`src/rtl/wfi_cg_pkg.sv`:
```
package wfi_cg_pkg;

    localparam int IRQ_W = 8;

    typedef enum logic [1:0] {
        ST_RUN       = 2'd0,
        ST_GATED     = 2'd1,
        ST_IRQ_WAKE  = 2'd2,
        ST_FLIT_WAKE = 2'd3
    } cg_state_t;

    // Interrupt source vector, MSB first
    typedef struct packed {
        logic m_soft;
        logic m_timer;
        logic m_ext;
        logic s_ext;
        logic nmi_hi;
        logic nmi_lo;
        logic dbg;
        logic msi_vld;
    } irq_vec_t;

    typedef struct packed {
        logic snp;
        logic rsp;
        logic dat;
    } flit_pend_t;

    function automatic logic irq_any(input irq_vec_t v);
        return |v;
    endfunction

    function automatic logic flit_any(input flit_pend_t f);
        return f.snp | f.rsp | f.dat;
    endfunction

    function automatic logic is_awake(input cg_state_t s);
        return (s == ST_IRQ_WAKE) || (s == ST_FLIT_WAKE);
    endfunction

endpackage

```
`src/rtl/wfi_cg_fsm.sv`:
```
module wfi_cg_fsm
    import wfi_cg_pkg::*;
(
    input  logic       clk,
    input  logic       rst_any,
    input  logic       core_wfi,
    input  logic       seq_idle,
    input  irq_vec_t   irq,
    input  flit_pend_t flit,
    output cg_state_t  state
);

    cg_state_t state_nxt;
    logic      wake_irq;
    logic      wake_flit;

    assign wake_irq  = irq_any(irq);
    assign wake_flit = flit_any(flit);

    always_comb begin
        state_nxt = state;
        unique case (state)
            ST_RUN: begin
                if (core_wfi && seq_idle) state_nxt = ST_GATED;
            end
            ST_GATED: begin
                if (wake_irq)       state_nxt = ST_IRQ_WAKE;
                else if (wake_flit) state_nxt = ST_FLIT_WAKE;
            end
            ST_IRQ_WAKE, ST_FLIT_WAKE: begin
                if (!core_wfi) state_nxt = ST_RUN;
            end
            default: state_nxt = ST_RUN;
        endcase
    end

    always_ff @(posedge clk or posedge rst_any) begin
        if (rst_any) state <= ST_RUN;
        else         state <= state_nxt;
    end

    p_enter_gate_r2: assert property (@(posedge clk) disable iff (rst_any)
        (state == ST_RUN && core_wfi && seq_idle) |=> (state == ST_GATED));

    p_idle_required_r3: assert property (@(posedge clk) disable iff (rst_any)
        (state == ST_RUN && !seq_idle) |=> (state == ST_RUN));

    p_hold_gated_r4: assert property (@(posedge clk) disable iff (rst_any)
        (state == ST_GATED && !wake_irq && !wake_flit) |=> (state == ST_GATED));

    p_irq_wake_r5: assert property (@(posedge clk) disable iff (rst_any)
        (state == ST_GATED && wake_irq) |=> (state == ST_IRQ_WAKE));

    p_flit_wake_r6: assert property (@(posedge clk) disable iff (rst_any)
        (state == ST_GATED && !wake_irq && wake_flit) |=> (state == ST_FLIT_WAKE));

    p_awake_hold_r7: assert property (@(posedge clk) disable iff (rst_any)
        (is_awake(state) && core_wfi) |=> $stable(state));

    p_awake_exit_r7: assert property (@(posedge clk) disable iff (rst_any)
        (is_awake(state) && !core_wfi) |=> (state == ST_RUN));

endmodule

```
`src/rtl/wfi_cg_gate.sv`:
```
module wfi_cg_gate
    import wfi_cg_pkg::*;
#(
    parameter bit GATE_EN = 1'b1
) (
    input  logic      clk,
    input  logic      rst_any,
    input  cg_state_t state,
    input  logic      pd_gate,
    input  logic      snp_pend,
    output logic      wfi_gate,
    output logic      clk_en
);

    generate
        if (GATE_EN) begin : g_gate
            always_ff @(posedge clk or posedge rst_any) begin
                if (rst_any) wfi_gate <= 1'b0;
                else         wfi_gate <= (state == ST_GATED);
            end
        end else begin : g_nogate
            always_ff @(posedge clk or posedge rst_any) begin
                if (rst_any) wfi_gate <= 1'b0;
                else         wfi_gate <= 1'b0;
            end
            p_never_gate_r9: assert property (@(posedge clk) disable iff (rst_any)
                !wfi_gate);
        end
    endgenerate

    assign clk_en = (!wfi_gate && !pd_gate) || snp_pend;

    if (GATE_EN) begin : g_chk
        p_gate_tracks_state_r2: assert property (@(posedge clk) disable iff (rst_any)
            wfi_gate |-> $past(state == ST_GATED));
    end

endmodule

```
`src/rtl/wfi_clock_gate_ctrl.sv`:
```
module wfi_clock_gate_ctrl
    import wfi_cg_pkg::*;
#(
    parameter bit GATE_EN = 1'b1
) (
    input  logic             clk,
    input  logic             rst,
    input  logic             soft_rst_n,
    input  logic             core_wfi,
    input  logic             seq_idle,
    input  logic             snp_pend,
    input  logic             rsp_pend,
    input  logic             dat_pend,
    input  logic [IRQ_W-1:0] irq_src,
    input  logic             pd_gate,
    output logic             clk_en
);

    logic       rst_any;
    irq_vec_t   irq;
    flit_pend_t flit;
    cg_state_t  state;
    logic       wfi_gate;

    assign rst_any = rst || !soft_rst_n;
    assign irq     = irq_vec_t'(irq_src);
    assign flit    = '{snp: snp_pend, rsp: rsp_pend, dat: dat_pend};

    wfi_cg_fsm u_fsm (
        .clk      (clk),
        .rst_any  (rst_any),
        .core_wfi (core_wfi),
        .seq_idle (seq_idle),
        .irq      (irq),
        .flit     (flit),
        .state    (state)
    );

    wfi_cg_gate #(.GATE_EN(GATE_EN)) u_gate (
        .clk      (clk),
        .rst_any  (rst_any),
        .state    (state),
        .pd_gate  (pd_gate),
        .snp_pend (snp_pend),
        .wfi_gate (wfi_gate),
        .clk_en   (clk_en)
    );

    p_snoop_bypass_r8: assert property (@(posedge clk) disable iff (rst_any)
        snp_pend |-> clk_en);

    p_reset_state_r1: assert property (@(posedge clk)
        rst_any |-> (state == ST_RUN && !wfi_gate));

endmodule

```
`config.mk`:
```
export PLATFORM = sky130hd
export DESIGN_NAME = wfi_clock_gate_ctrl
export DESIGN_NICKNAME = d
export VERILOG_FILES = /design/src/rtl/wfi_cg_pkg.sv /design/src/rtl/wfi_cg_fsm.sv /design/src/rtl/wfi_cg_gate.sv /design/src/rtl/wfi_clock_gate_ctrl.sv
export SDC_FILE = /design/constraint.sdc
export NUM_CORES = 1
export LEC_CHECK = 0
export BUFFER_PORTS_ARGS = -buffer_cell sky130_fd_sc_hd__buf_2
export CORE_AREA = 2 2 39 41
export DETAILED_ROUTE_END_ITERATION = 8
export DIE_AREA = 0 0 41 43
export PLACE_DENSITY = 0.39
export SYNTH_ARGS = -nofsm -noshare
export SYNTH_HDL_FRONTEND = slang
export SYNTH_SLANG_ARGS = --single-unit
```
`constraint.sdc`:
```
create_clock -name clk -period 1.6 [get_ports clk]
set_clock_uncertainty 0.2 [all_clocks]
set_input_delay 0.16 -clock clk [delete_from_list [all_inputs] [get_ports clk]]
set_output_delay 0.16 -clock clk [all_outputs]
set_load 0.03 [all_outputs]
```
* Word level (Yosys, flattened, before mapping) *
Index checks and enable logic that the tools add are counted.

operators by class
  eq/ne operators = 6
  mux-type cells = 5
  bitwise logic cells = 2
  reduce and logical (&&, ||, !) cells = 11

operators with widths
  kind                                                    count
  2-to-1 mux 2 bit                                        4
  OR reduction 8 bit                                      1
  case mux 2 bit (3 select lines)                         1
  == test 2 bit (second input constant)                   2
  zero test 1 bit                                         3
  inequality test 3 x 1 -> 1 bit (second input constant)  1
  AND reduction 3 bit                                     1
  == test 2 x 1 -> 1 bit (second input constant)          1
  logical AND 1 bit                                       2
  zero test 2 bit                                         1
  logical OR 1 bit                                        2
  inequality test 2 x 1 -> 1 bit (second input constant)  1
  inequality test 2 bit (second input constant)           1
  OR 1 bit                                                2
  OR reduction 2 bit                                      1

storage, ports and cells
  flip-flop bits (word level) = 3
  input port bits = 17
  output and inout port bits = 1
  word-level logic and storage cells = 26

* Logic depth before layout (Yosys ltp) *
Gate-level depths: netlist (run 1).

  depth in word-level cells = 5
  depth in mapped cells = 3
  gate-level depth less buffers = 3

* Cells and area by module *
A second synthesis (run 1) with hierarchy kept.

unflattened totals
  cell total of the unflattened synthesis = 19
  area, all modules = 206.4 um^2

modules (own cells, without submodules)
  module               instances  cells an instance  area each (um^2)  seq. area each (um^2)
  wfi_cg_fsm           1          14                 150.1             50.0
  wfi_cg_gate          1          4                  50.0              25.0
  wfi_clock_gate_ctrl  1          1                  6.3               0.0

* Worst setup path after synthesis (run 1) *
Ideal clock, no wire load.

  path kind = input -> register
  start = input irq_src[5]
  end = register u_fsm.state[1]
  library setup time = 0.134 ns
  data arrival time = 0.864 ns
  required time = 1.266 ns
  slack = 0.402 ns
  stages on the path = 3
  buffers on the path = 0
  cell sequence = or4_1 > nor2_1 > a21oi_1

on the way
  cells in the longest elaborated chain, start to end = 3
  elaborated cells on any way between the ends = 5
  those cells by class = eq/ne (1); mux (2); reduce/logical (2)

ends and longest elaborated chain
  what                                                                              RTL line                   source
  from (decl)                                                                       wfi_clock_gate_ctrl.sv:14  input logic [IRQ_W-1:0] irq_src,
  OR reduction 8 bit *                                                              wfi_cg_pkg.sv:31           return |v;
  inequality test 3 x 1 -> 1 bit (no line) or 2-to-1 mux 2 bit (tied branches)      -
  AND reduction 3 bit (no line) or case mux 2 bit (3 select lines) (tied branches)  -
  to (signal assigned)                                                              wfi_cg_fsm.sv:39           else state <= state_nxt;
  to (decl)                                                                         wfi_cg_fsm.sv:10           output cg_state_t state

Mark *: on every way between the ends. The rest lies on a longest branch, timed or not.
A chain may end at the register's enable or synchronous reset.

* Worst setup path in the final report (run 1) *
  start = register u_fsm.state[1]
  end = register u_fsm.state[1]

on the way
  cells in the longest elaborated chain, start to end = 4
  elaborated cells on any way between the ends = 10
  those cells by class = eq/ne (6); mux (1); reduce/logical (3)

ends and longest elaborated chain
  what                             RTL line          source
  == test 2 bit                    wfi_cg_fsm.sv:22  unique case (state)
  OR reduction 2 bit               wfi_cg_fsm.sv:22
  inequality test 2 bit (no line)  -
  AND reduction 3 bit (no line)    -

Parallel ways exist; a longest one is shown, timed or not.

==> flow_summary.ini, run 1 <==
[status]
outcome = completed

[yosys]
synthMostInstantiatedCell = dfrtp_1
syn_area_um2 = 160
synth_top_area_cell = dfrtp_1
synth_area_leaders = dfrtp_1 (47%), nor2b_1 (7.8%), or4_4 (7.0%)
synth_nets = 33
netlist.area_leader.share_pct = 46.9
ys_seq_area_share_pct = 46.9
avgSynthCellArea_um2 = 10.0
async_flop_share_pct = 100
synth.ff_latch_count = 3
synthDistinctLibCells = 12
synth_common_cells = dfrtp_1 (3), a21oi_1 (2), nor2b_1 (2)
synth_edf_count = 0
synth-main-ff-cell = dfrtp_1
syn_inst = 16
yosysWarnings = 0

[worst_setup_path]
cp-end-kind = register
cp_top_family = compound AO/OA/AOI/OAI gates
crit_fanout = 5
path_buf_inv = 0
path_depth = 2
critPathKind = reg -> reg
start_kind = register
crit_required_ns = 1.49
critPathArrivalTime_ns = 1.23
worstPathCellList = a2111oi_0 -> a21oi_1
r2r_cells = 2
critPathSlowestCell = a2111oi_0
max_stage_delay_ns = 0.46

[clock_network]
cts_buffers = 3
cts_sinks = 3
cts_tree = done
cts_setup_buffers = 0
root_buffer = clkbuf_4
htree_levels = 1
clk_path_buf_depth = 2
clk-insertion-delay-late_ns = 0.23
cts_resized = 0
path_clk_slew_ns = 0.03
ctsHoldBuffers = 2

[grt]
grt_max_degree = 6
grt_pass1_vias = 220
antenna_found_initial = 0
groute.usage.overall_pct = 7.04
grt_overflow = 0
grt_first_pass_wirelength_um = 724

[placement]
port_buffers = 17
dp_cells = 49
gp_congestion = 0.629

[sta]
layout_min_cycle_time_ns = 1.34
rsz0062_at_grt = false
whs_ns = 0.0456
max_freq_mhz = 749
finalSetupTns_ns = 0
hold_viol_final = 0
tightest_slew_ns = 0.447
relSlewSlack_pct = 69.4
slew_violations = 0
fin_crit_sh_pct = 83.5
setup_viol = 0

[pwr]
ir_drop_uv = 161
p_sw_share_pct = 25.0
p_leak_uw = 0.000162
power.total_uw = 286
power_density_nw_per_um2 = 918
seq_power_share_pct = 35.8
power_frac_clock_pct = 45.6
p_sw_uw = 71.6
p_comb_share_pct = 18.6
internal_power_uw = 214

[layout]
nFillCells = 160
fin_nets = 57
synthToLayoutAreaGrowth_pct = 94.5
fin_cells = 55
drive_gt1_share_pct = 53.8
antenna_cells = 0

[drt]
drcViolationCount = 0
drtPass1Iterations = 2
vias = 217
avgRoutedWirePerCell_um = 8.82
via_per_inst = 3.95
first_iter_violations = 1
wl_um = 485
postRouteAntennaNets = 0

[floorplan]
num_rows = 14
fp.dieH_um = 43
ioPinCount = 18
fp.dieArea_um2 = 1760
core_area_um2 = 1380
die_w_um = 41
start_util_pct = 11.6

[min_path]
hold_class = in -> reg
hold_depth = 3

[flow_run]
cap_violations = 0
## stage by stage
stage | instance area [µm²] | worst slack [ns] | util, %
global route | 312 | 0.177 | 22.5
global placement | 265 | 0.260 | 19.2
finish | 312 | 0.264 | 22.5
floorplan | 160 | 0.402 | -
CTS | 312 | 0.283 | 22.5
detailed placement | 265 | 0.225 | 19.2
## worst paths after layout
| kind | from | to | slack, ns |
|---|---|---|---|
| worst max register to register | u_fsm.state[1] | u_fsm.state[1] | 0.26 |
| worst min register to register | u_fsm.state[1] | u_gate.wfi_gate | 0.34 |
| min in group asynchronous | rst | u_fsm.state[1] | 0.22 |
| worst max-delay path | u_fsm.state[1] | u_fsm.state[1] | 0.26 |
| worst min-delay path | dat_pend | u_fsm.state[1] | 0.05 |
| max in group asynchronous | soft_rst_n | u_fsm.state[0] | 0.30 |
## layout by cell type (no fill, tap or decap)
master and count:
a2111oi_0 1, a21o_1 1, a21oi_1 2, buf_2 17, clkbuf_1 1, clkbuf_4 3
dfrtp_1 3, dlygate4sd3_1 2, nand2_1 1, nand3_1 1, nor2_1 1, nor2b_1 2
o21bai_1 1, o31ai_1 1, or4_1 1, or4_4 1
## sequential cells by signal, indices dropped and copies added (netlist names)
signal,cells
u_gate.wfi_gate,1
u_fsm.state,2
## power by group through the flow
stage	registers [µW]	logic [µW]	clock network (µW)
after floorplan	99.9	25.9	0
after detailed placement	103	49.8	0
after global placement	101	51.0	0
final	103	53.2	130
after CTS	102	54.0	139
after global routing	103	60.3	152
## cells by family after synthesis
kind of cell | Yosys count | share of synthesized area (%)
compound gates | 6 | 25.8
simple gates | 7 | 27.3
flops | 3 | 46.9
## worst reg2reg max path: stages (launching register included)
cell	delay, ns
dfrtp_1	0.41
a2111oi_0	0.46
a21oi_1	0.13
## cell type report
type                       instances  area [µm²]  share of cell area (%)
clock buffer                       4        26.3                    8.43
multi-input combinational         13        85.1                    27.3
sequential                         3        75.1                    24.1
tap                               16        20.0                    6.43
timing repair buffer              19         105                    33.7
## per-layer routing
| layer | vias up | track usage, % | part of all wire, % |
|---|---|---|---|
| li1 | 108 | - | - |
| met1 | 89 | 5.50 | 38 |
| met2 | 18 | 9.06 | 45 |
| met3 | 2 | 4.71 | 16 |
| met4 | 0 | 10.0 | 1.2 |
| met5 | - | 0 | 0 |
Note: power is estimated with default switching activity, not from simulation.
==> run 2: changes to the inputs <==
- PLACE_DENSITY: 0.39 -> 0.4
- clock period: 1.6 -> 1.2 ns (I/O delays scaled with it)
==> flow_summary.ini, run 2 (synthesis gave the netlist of run 1 again) <==
[sta]
rsz0062_at_grt = true
slew_violations = 0
setup_slack_ns = -0.00444
layout_min_cycle_time_ns = 1.20
setup_viol = 1
tightest_slew_ns = 0.271
hold_viol_final = 0
relSlewSlack_pct = 81.9
fin_crit_sh_pct = 100
whs_ns = 0.00460
max_freq_mhz = 830

[grt]
grt_overflow = 0
antenna_found_initial = 0
groute.usage.overall_pct = 7.55
grt_first_pass_wirelength_um = 779
grt_pass1_vias = 226
grt_max_degree = 5

[status]
violations = negative setup slack
outcome = finished with violations

[worst_setup_path]
cp-end-kind = primary output
worstPathCellList = o21bai_1 -> buf_4
crit_required_ns = 0.88
critPathArrivalTime_ns = 0.88
crit_fanout = 1
critPathKind = reg -> out
max_stage_delay_ns = 0.35
start_kind = register
critPathSlowestCell = dfrtp_1

[clock_network]
htree_levels = 1
clk_path_buf_depth = 2
clk-insertion-delay-late_ns = 0.23
path_clk_slew_ns = 0.04
cts_buffers = 3
cts_sinks = 3
root_buffer = clkbuf_4
cts_tree = done

[floorplan]
fp.dieH_um = 43
num_rows = 14
die_w_um = 41
core_area_um2 = 1380
fp.dieArea_um2 = 1760
ioPinCount = 18
start_util_pct = 11.6

[drt]
postRouteAntennaNets = 0
avgRoutedWirePerCell_um = 9.53
wl_um = 553
vias = 236
drcViolationCount = 0
drtPass1Iterations = 2
via_per_inst = 4.07
first_iter_violations = 1

[placement]
gp_congestion = 0.667
place_area_um2 = 280
dp_cells = 51
port_buffers = 17

[layout]
regMostFlops = u_fsm.state
regArea_um2 = 75.1
antenna_cells = 0
largest_reg_flops = 2
fin_nets = 60
multiInputGateArea_um2 = 111
drive_gt1_share_pct = 61.9
post-route-util_pct = 26.7
final_cell_mix = buf_2 (16), clkbuf_4 (3), dlygate4sd3_1 (3), dfrtp_1 (3)
largestRegisters = u_fsm.state (2), u_gate.wfi_gate (1)
final_common_cell = buf_2
fin_cells = 58
synthToLayoutAreaGrowth_pct = 130
stdcell_area_um2 = 369
nFillCells = 159

[pwr]
power_density_nw_per_um2 = 1180
p_leak_uw = 0.000181
ir_drop_uv = 627

[flow_run]
cap_violations = 0

[min_path]
hold_class = in -> reg
==> run 2: worst max-delay path: cells and delay by family, from the launching register on <==
family / cells / cell delay (ns)
flops: 1 / 0.35
buf+inv: 1 / 0.17
compound gates: 1 / 0.12
==> run 2: final timing paths <==
| check | endpoint | start | cells after the start | slack (ns) |
|---|---|---|---|---|
| max | clk_en | u_gate.wfi_gate | 2 | -0.004 |
| min | u_fsm.state[1] | rsp_pend | 3 | 0.005 |
| max reg2reg | u_fsm.state[0] | u_fsm.state[1] | 4 | 0.03 |
| min reg2reg | u_gate.wfi_gate | u_fsm.state[0] | 1 | 0.41 |
| max in group asynchronous | u_fsm.state[1] | rst | 3 | 0.39 |
| min in group asynchronous | u_gate.wfi_gate | soft_rst_n | 3 | 0.18 |
==> run 2: power breakdown <==
part	internal, µW	switching, µW
logic	69.4	47.3
registers	120	17.3
clock network	125	57.5
==> run 2: cell type report <==
| cell class | count | area share (%) |
|---|---|---|
| clock buffer | 4 | 7.12 |
| multi-input combinational | 13 | 30.2 |
| sequential | 3 | 20.3 |
| tap | 16 | 5.42 |
| timing repair buffer | 22 | 36.9 |
==> run 2: repair_timing <==
item / 4_1_cts / 5_1_grt
endpoints found under the setup margin: 2 / 3
resized for setup: 3 / 4
setup buffers: 0 / 0
endpoints found under the hold margin: 4 / 1
hold buffers: 2 / 1
==> run 2: routing by layer <==
layer | up-vias | GRT usage (%) | share of wire [%]
met1 | 101 | 6.15 | 41
met5 | - | 0 | 0
li1 | 114 | - | -
met4 | 0 | 4.00 | 0
met3 | 0 | 9.42 | 17
met2 | 21 | 10.0 | 42
==> run 2: metrics by stage <==
step,setup slack [ns],TNS (ns),power [µW]
2_1_floorplan,0.0346,0,168
4_1_cts,-0.0241,-0.0241,423
3_5_place_dp,-0.111,-0.201,218
3_3_place_gp,-0.0873,-0.152,220
5_1_grt,-0.0840,-0.0840,477
6_report,-0.00444,-0.00444,437
==> run 3: changes to the inputs <==
- PLACE_DENSITY: 0.4 -> 0.44
- SYNTH_HIERARCHICAL: default -> 1
==> flow_summary.ini, run 3 <==
[worst_setup_path]
cp-end-kind = primary output
r2r_cells = 3
critPathKind = reg -> out
critPathArrivalTime_ns = 0.89
crit_fanout = 1
crit_required_ns = 0.88
r2r_slack_ns = 0.12
r2r_start = u_fsm/state[1]
r2r_end = u_fsm/state[0]
start_kind = register

[layout]
antenna_cells = 0
largestRegisters = u_fsm/state (2), u_gate/wfi_gate (1)
post-route-util_pct = 27.3
drive_gt1_share_pct = 56.8
fin_nets = 62
final_common_cell = buf_2
final_cell_mix = buf_2 (16), clkbuf_4 (3), dlygate4sd3_1 (3), dfrtp_1 (3)
regMostFlops = u_fsm/state
synthToLayoutAreaGrowth_pct = 83.0
largest_reg_flops = 2

[grt]
grt_overflow = 0
grt_pass1_vias = 218
grt_first_pass_wirelength_um = 738
grt_max_degree = 5
groute.usage.overall_pct = 7.15
antenna_found_initial = 0

[min_path]
hold_class = in -> reg
hold_start = irq_src[6]
min_to = u_fsm/state[0]
hold_depth = 4

[sta]
finalSetupTns_ns = -0.00803
setup_viol = 1
slew_violations = 0
relSlewSlack_pct = 83.4
tightest_slew_ns = 0.248
hold_viol_final = 0
layout_min_cycle_time_ns = 1.21
setup_slack_ns = -0.00803
rsz0062_at_grt = true
max_freq_mhz = 828
fin_crit_sh_pct = 101

[drt]
drtPass1Iterations = 2
avgRoutedWirePerCell_um = 8.63
wl_um = 518
first_iter_violations = 1
route.met2.wl_um = 226
dr.max_layer_used = met4
met3_length_um = 89
wl_met1_um = 183
drcViolationCount = 0
vias = 241
postRouteAntennaNets = 0
via_per_inst = 4.02

[pwr]
p_sw_share_pct = 27.1
p_sw_uw = 114
seq_power_share_pct = 31.1
internal_power_uw = 307
p_leak_uw = 0.000195
power_density_nw_per_um2 = 1110
ir_drop_uv = 293
p_comb_share_pct = 25.8
power.total_uw = 421
power_frac_clock_pct = 43.1

[yosys]
muxShareOfSynthArea_pct = 0
syn_area_um2 = 206
synth_compound_area_share_pct = 15.2
ys_seq_area_share_pct = 36.4
syn_inst = 19
synth.ff_latch_count = 3
synth_edf_count = 0
async_flop_share_pct = 100
synth-main-ff-cell = dfrtp_1
synthSimpleGateAreaFrac_pct = 43.0
yosysWarnings = 6
avgSynthCellArea_um2 = 10.9
netlist.area_leader.share_pct = 36.4
synth_common_cells = dfrtp_1 (3), inv_1 (3), nand2b_1 (2), nor4_4 (2)
synth_top_family_by_area = simple AND/OR/NAND/NOR gates
synth_nets = 36
synth_area_leaders = dfrtp_1 (36%), nor4_4 (21%), nor2b_4 (6.7%)
synthDistinctLibCells = 13
synthXorXnorAreaFrac_pct = 0
synth_top_area_cell = dfrtp_1
synthAdderAreaFrac_pct = 0

[flow_run]
cap_violations = 0

[floorplan]
die_w_um = 41
core_area_um2 = 1380
fp.dieArea_um2 = 1760
num_rows = 14
ioPinCount = 18
fp.dieH_um = 43
start_util_pct = 14.9

[clock_network]
cts_tree = done
root_buffer = clkbuf_4
htree_levels = 1
cts_buffers = 3
cts_sinks = 3
path_clk_slew_ns = 0.04
clk_path_buf_depth = 2
clk-insertion-delay-late_ns = 0.24

[placement]
hpwl_um = 394
gp_congestion = 0.705
port_buffers = 17

[status]
outcome = finished with violations
violations = negative setup slack
==> run 3: changes by cell type after synthesis, sizes merged, moves of 2 or more <==
cell    before  now
nand2b       0    2
inv          0    3
or4          2    0
nor4         0    2
==> run 3: critical path, cell delays in order (launching register included) <==
cell and delay [ns]:
dfrtp_1 0.35, o21bai_1 0.12, buf_4 0.18
==> run 3: cell families (layout without fill, tap and decap cells) <==
kind of cell | count (synthesis) | count (layout)
AOI/OAI and AO/OA | 5 | 5
buffers and inverters | 3 | 28
DFF | 3 | 3
and+or+nand+nor | 8 | 8
==> run 3: layout make-up <==
class	count	area, µm²
Inverter	3	11.3
Multi-Input combinational cell	13	120
Fill cell	157	1010
Timing Repair Buffer	21	125
Clock buffer	4	26.3
Tap cell	16	20.0
Sequential cell	3	75.1
==> run 3: worst max-delay path by stage <==
| stage | from | endpoint | slack [ns] |
|---|---|---|---|
| after floorplan | u_gate/wfi_gate | clk_en | 0.07 |
| after global placement | irq_src[0] | u_fsm/state[1] | 0.1 |
| after detailed placement | irq_src[0] | u_fsm/state[1] | 0.08 |
| after CTS | u_gate/wfi_gate | clk_en | -0.01 |
| after global routing | u_gate/wfi_gate | clk_en | -0.08 |
| final | u_gate/wfi_gate | clk_en | -0.008 |
==> run 3: repair_timing <==
| item | in CTS | in global routing |
|---|---|---|
| hold endpoints to repair | 5 | 3 |
| gates resized for setup | 1 | 1 |
| setup buffers | 0 | 0 |
| hold buffers | 3 | 1 |
| setup endpoints to repair | 1 | 3 |
==> run 3: per-layer routing <==
metal  track usage [%]  vias up
met4              8.00        0
met3              5.24        4
met2              10.0       19
met5                 0        -
met1              5.52      100
li1                  -      118
==> run 3: per-stage QoR <==
step / instances / hold WS (ns) / cell area, µm² / setup WS [ns]
4_1_cts: 60 / 0.00702 / 378 / -0.0141
5_1_grt: 60 / 0.0331 / 378 / -0.0808
2_1_floorplan: 19 / -0.288 / 206 / 0.0685
3_5_place_dp: 53 / -0.192 / 319 / 0.0772
6_report: 60 / 0.00656 / 378 / -0.00803
3_3_place_gp: 53 / -0.187 / 319 / 0.0961
==> run 3: power groups by stage <==
stage                     clock [µW]  sequential [µW]  combinational [µW]
final                            181              131                 108
after global routing             198              132                 119
after detailed placement           0              132                99.2
after CTS                        193              131                 109
after global placement             0              132                99.4
after floorplan                    0              133                44.4
